`config.mk`:
```
export PLATFORM = sky130hd
export DESIGN_NAME = slice_alu32
export DESIGN_NICKNAME = d
export VERILOG_FILES = /design/src/rtl/slice_alu_pkg.sv /design/src/rtl/alu_bit_slice.sv /design/src/rtl/alu_top_slice.sv /design/src/rtl/alu_zero_detect.sv /design/src/rtl/slice_alu32.sv
export SDC_FILE = /design/constraint.sdc
export NUM_CORES = 1
export LEC_CHECK = 0
export BUFFER_PORTS_ARGS = -buffer_cell sky130_fd_sc_hd__buf_2
export CAP_MARGIN = 20
export CORE_MARGIN = 10
export CORE_UTILIZATION = 30
export DETAILED_ROUTE_END_ITERATION = 7
export SYNTH_ARGS = -nofsm -noshare
export SYNTH_HDL_FRONTEND = slang
export SYNTH_HIERARCHICAL = 1
export SYNTH_SLANG_ARGS = --single-unit
```
`constraint.sdc`:
```
create_clock -name vclk -period 21
set_input_delay 0 -clock vclk [all_inputs]
set_output_delay 0 -clock vclk [all_outputs]
set_load 0.02 [all_outputs]
```
`src/rtl/slice_alu_pkg.sv`:
```
package slice_alu_pkg;
    typedef enum logic [2:0] {
        OP_AND  = 3'b000,
        OP_OR   = 3'b001,
        OP_ADD  = 3'b010,
        OP_SUB  = 3'b110,
        OP_SLT  = 3'b111
    } alu_op_e;

    typedef enum logic [1:0] {
        PICK_AND  = 2'b00,
        PICK_OR   = 2'b01,
        PICK_SUM  = 2'b10,
        PICK_LESS = 2'b11
    } slice_pick_e;
endpackage

```
`src/rtl/alu_bit_slice.sv`:
```
module alu_bit_slice
    import slice_alu_pkg::*;
(
    input  logic        a_bit,
    input  logic        b_bit,
    input  logic        b_invert,
    input  logic        carry_in,
    input  logic        less_in,
    input  slice_pick_e pick,
    output logic        res_bit,
    output logic        sum_bit,
    output logic        carry_out
);
    logic b_eff;

    always_comb begin
        b_eff     = b_bit ^ b_invert;
        sum_bit   = a_bit ^ b_eff ^ carry_in;
        carry_out = (a_bit & b_eff) | (a_bit & carry_in) | (b_eff & carry_in);
        unique case (pick)
            PICK_AND:  res_bit = a_bit & b_eff;
            PICK_OR:   res_bit = a_bit | b_eff;
            PICK_SUM:  res_bit = sum_bit;
            PICK_LESS: res_bit = less_in;
            default:   res_bit = 1'b0;
        endcase
    end
endmodule

```
`src/rtl/alu_top_slice.sv`:
```
module alu_top_slice
    import slice_alu_pkg::*;
(
    input  logic        a_bit,
    input  logic        b_bit,
    input  logic        b_invert,
    input  logic        carry_in,
    input  slice_pick_e pick,
    output logic        res_bit,
    output logic        set_out,
    output logic        ovf_out
);
    logic sum_raw;
    logic c_out;

    alu_bit_slice u_core (
        .a_bit    (a_bit),
        .b_bit    (b_bit),
        .b_invert (b_invert),
        .carry_in (carry_in),
        .less_in  (1'b0),
        .pick     (pick),
        .res_bit  (res_bit),
        .sum_bit  (sum_raw),
        .carry_out(c_out)
    );

    always_comb begin
        ovf_out = carry_in ^ c_out;
        set_out = sum_raw ^ ovf_out;
    end
endmodule

```
`src/rtl/alu_zero_detect.sv`:
```
module alu_zero_detect #(
    parameter int WIDTH = 32
) (
    input  logic [WIDTH-1:0] word,
    output logic             is_zero
);
    always_comb is_zero = ~|word;
endmodule

```
`src/rtl/slice_alu32.sv`:
```
module slice_alu32
    import slice_alu_pkg::*;
#(
    parameter int WIDTH = 32
) (
    input  logic [WIDTH-1:0] opnd_a,
    input  logic [WIDTH-1:0] opnd_b,
    input  logic [2:0]       op_code,
    output logic [WIDTH-1:0] result,
    output logic             zero_flag,
    output logic             ovf_flag
);
    localparam int MSB = WIDTH - 1;

    logic             op_known;
    logic             arith_op;
    logic             b_inv;
    slice_pick_e      pick;
    logic [WIDTH-1:0] slice_res;
    logic             set_sig;
    logic             ovf_raw;

    always_comb begin
        unique case (op_code)
            OP_AND, OP_OR, OP_ADD, OP_SUB, OP_SLT: op_known = 1'b1;
            default:                               op_known = 1'b0;
        endcase
        arith_op = (op_code == OP_ADD) || (op_code == OP_SUB);
        b_inv    = op_code[2];
        pick     = slice_pick_e'(op_code[1:0]);
    end

    for (genvar i = 0; i < MSB; i++) begin : gen_slice
        logic c_out;
        logic s_unused;
        logic c_in;
        if (i == 0) begin : gen_first
            always_comb c_in = b_inv;
        end else begin : gen_rest
            always_comb c_in = gen_slice[i-1].c_out;
        end
        alu_bit_slice u_slice (
            .a_bit    (opnd_a[i]),
            .b_bit    (opnd_b[i]),
            .b_invert (b_inv),
            .carry_in (c_in),
            .less_in  ((i == 0) ? set_sig : 1'b0),
            .pick     (pick),
            .res_bit  (slice_res[i]),
            .sum_bit  (s_unused),
            .carry_out(c_out)
        );
    end

    alu_top_slice u_msb (
        .a_bit    (opnd_a[MSB]),
        .b_bit    (opnd_b[MSB]),
        .b_invert (b_inv),
        .carry_in (gen_slice[MSB-1].c_out),
        .pick     (pick),
        .res_bit  (slice_res[MSB]),
        .set_out  (set_sig),
        .ovf_out  (ovf_raw)
    );

    always_comb begin
        result   = op_known ? slice_res : '0;
        ovf_flag = arith_op & ovf_raw;
    end

    alu_zero_detect #(.WIDTH(WIDTH)) u_zero (
        .word   (result),
        .is_zero(zero_flag)
    );

    always_comb begin
        if (op_code == OP_ADD && opnd_a[MSB] != opnd_b[MSB])
            assert_add_mixed_sign_R7: assert (!ovf_flag);
        if (op_code == OP_ADD && opnd_a[MSB] == opnd_b[MSB] && result[MSB] != opnd_a[MSB])
            assert_add_wrap_R7: assert (ovf_flag);
        if (op_code == OP_SUB && opnd_a[MSB] == opnd_b[MSB])
            assert_sub_same_sign_R8: assert (!ovf_flag);
        if (op_code == OP_SLT)
            assert_slt_upper_clear_R5: assert (result[MSB:1] == '0);
        if (op_code == OP_AND || op_code == OP_OR || op_code == OP_SLT)
            assert_no_overflow_R9: assert (!ovf_flag);
        if (!op_known)
            assert_unused_quiet_R10: assert (result == '0 && !ovf_flag && zero_flag);
        assert_zero_match_R6: assert (zero_flag == (result == '0));
    end
endmodule

```
==> reports/metrics.cfg <==
[timing]
worstMarginPinSlew_ns=0.628
setup_ws_ns=2.67
slew_headroom_pct=58.1
fin_crit_ns=18.33
fin_setup_tns_ns=0
final-hold-violation-count=0
whs_ns=0.770
slew_violations=0
fmax_mhz=54.6
finalCritPeriodShare_pct=87.3
rsz0062_at_grt=false
finalSetupViolations=0

[die]
rows=39
start_util_pct=31.0
core-area_mm2=0.0115
die-area_mm2=0.0167
die_h_um=129
pin_count=101
die_w_um=129

[synthesis]
syn_inst=408
syn_area_per_cell_um2=8.74
synth_top_area_share_pct=22.4
synth_top_cell_by_area=ha_1
synth_area_leaders=ha_1 (22%), inv_1 (20%), mux4_2 (20%)
synth_cell_type_count=17
synthesis.area_mm2=0.00357
ys_seq_area_share_pct=0
yosysWarnings=6

[setup_path]
slowest_stage=mux4_2
critPathMaxFanout=17
crit_path_end_kind=output pin
crit_buf_inv=66
required_ns=21.00
path_depth=105
cpMostUsedCell=inv_1
crit_type=primary input to output pin
cpPeakStageDelay_ns=0.46
start_kind=primary input
critical-path-top-delay-family=adder cells
crit_arrival_ns=18.33

[routing]
firstDrtPassIters=4
wl_met2_mm=4.46
vias=2840
drt-initial-drc-count=53
route.met3.wl_um=577
m1WireLength_mm=3.85
wl_per_cell_um=13.1
avgViaCountPerCell=4.19
drt_wl_total_mm=8.90
top_layer_used=met4
ant_nets=0
drc_errors=0

[final_layout]
instances_no_fill=678
multi_input_comb_area_mm2=0.00291
drive_above_1_share_pct=26.5
fill_cells=1203
n_clock_buffer=0
antennaDiodeCount=0
syn2layout_area_growth_pct=22.0
nNetsFinal=700
seq_area_um2=0
nFlopsAndLatches=0

[cts]
cts_hold_buf=0
postCtsSetupBuffers=0
cts_repair_resize_count=0

[place]
dpl.cell_count=677
port_buffers=101
detailed_place_hpwl_mm=7.60
dp_slack_ns=2.47
gp_congestion=0.739

[power_and_ir_drop]
peakVddDrop_v=0.0000200
p_leak_nw=2.77
p_total_uw=130
pwr_density_cell_mw_per_mm2=29.9

[grt]
grt_util_all_layers_pct=10.7
first_global_vias=3250
grt_pass1_wl_mm=15.0
grt_max_degree=36
grt_overflow_total=0
antenna_found_initial=0

[status]
status=finished, final reports clean

[hold_path]
min_path_type=primary input to output pin
hold_depth=5

[job]
max-cap-violations=0

-- path summary, 6_finish.rpt --
path,startpoint,endpoint,slack (ns)
setup / recovery,op_code[2],zero_flag,2.67
hold / removal,opnd_a[26],result[26],0.77
-- per-stage QoR --
stage	cell area, µm²	utilization (%)
after floorplan	3680	-
after global placement	4330	37.6
after detailed placement	4330	37.6
after CTS	4330	37.6
after global routing	4350	37.8
final	4350	37.8
-- layout by cell type, fill, tap and decap left out --
master,n
buf_2,101
buf_12,1
and3_2,2
nor4_1,7
nand4_1,2
nand2b_4,1
conb_1,31
mux4_2,32
and3b_2,1
inv_1,192
fa_1,32
nor4_2,1
nand3b_4,1
ha_1,64
nor2_1,1
xor2_1,33
and3_1,30
xor3_1,1
buf_4,2
-- layout make-up --
type / count / area share (%)
inverter: 192 / 16.6
multi-input combinational: 239 / 66.9
tap: 143 / 4.11
timing repair buffer: 104 / 12.4
-- layer usage --
layer  global-route usage [%]  vias up
li1                         -     1407
met1                     13.0     1360
met2                     19.9       71
met3                     2.24        2
met4                    0.401        0
met5                        0        -
-- where the power goes --
group | switching (mW) | internal, mW | leakage [nW]
clock network | 0 | 0 | 0
registers | 0 | 0 | 0
logic | 0.0729 | 0.0572 | 2.77
-- cells by family (layout without fill, tap and decap cells) --
kind of cell             Yosys count  after routing  share of synthesized area (%)
buffers and inverters            198            296                           21.5
adder cells (fa/ha/maj)           96             96                           40.4
AND/OR/NAND/NOR                   46             46                           8.94
XOR/XNOR                          34             34                           8.77
multiplexers                      32             32                           20.2
other                              2             31                          0.211
-- synth_stat cells --
master and count:
ha_1 64, and3b_2 1, nor4_2 1, xor2_1 33, conb_1 2, nor4_1 7, nand3b_4 1, xor3_1 1
nor2_1 1, and3_1 30, fa_1 32, and3_2 2, buf_4 6, nand4_1 2, nand2b_4 1, mux4_2 32
inv_1 192
Power figures use the tool's default switching activity.
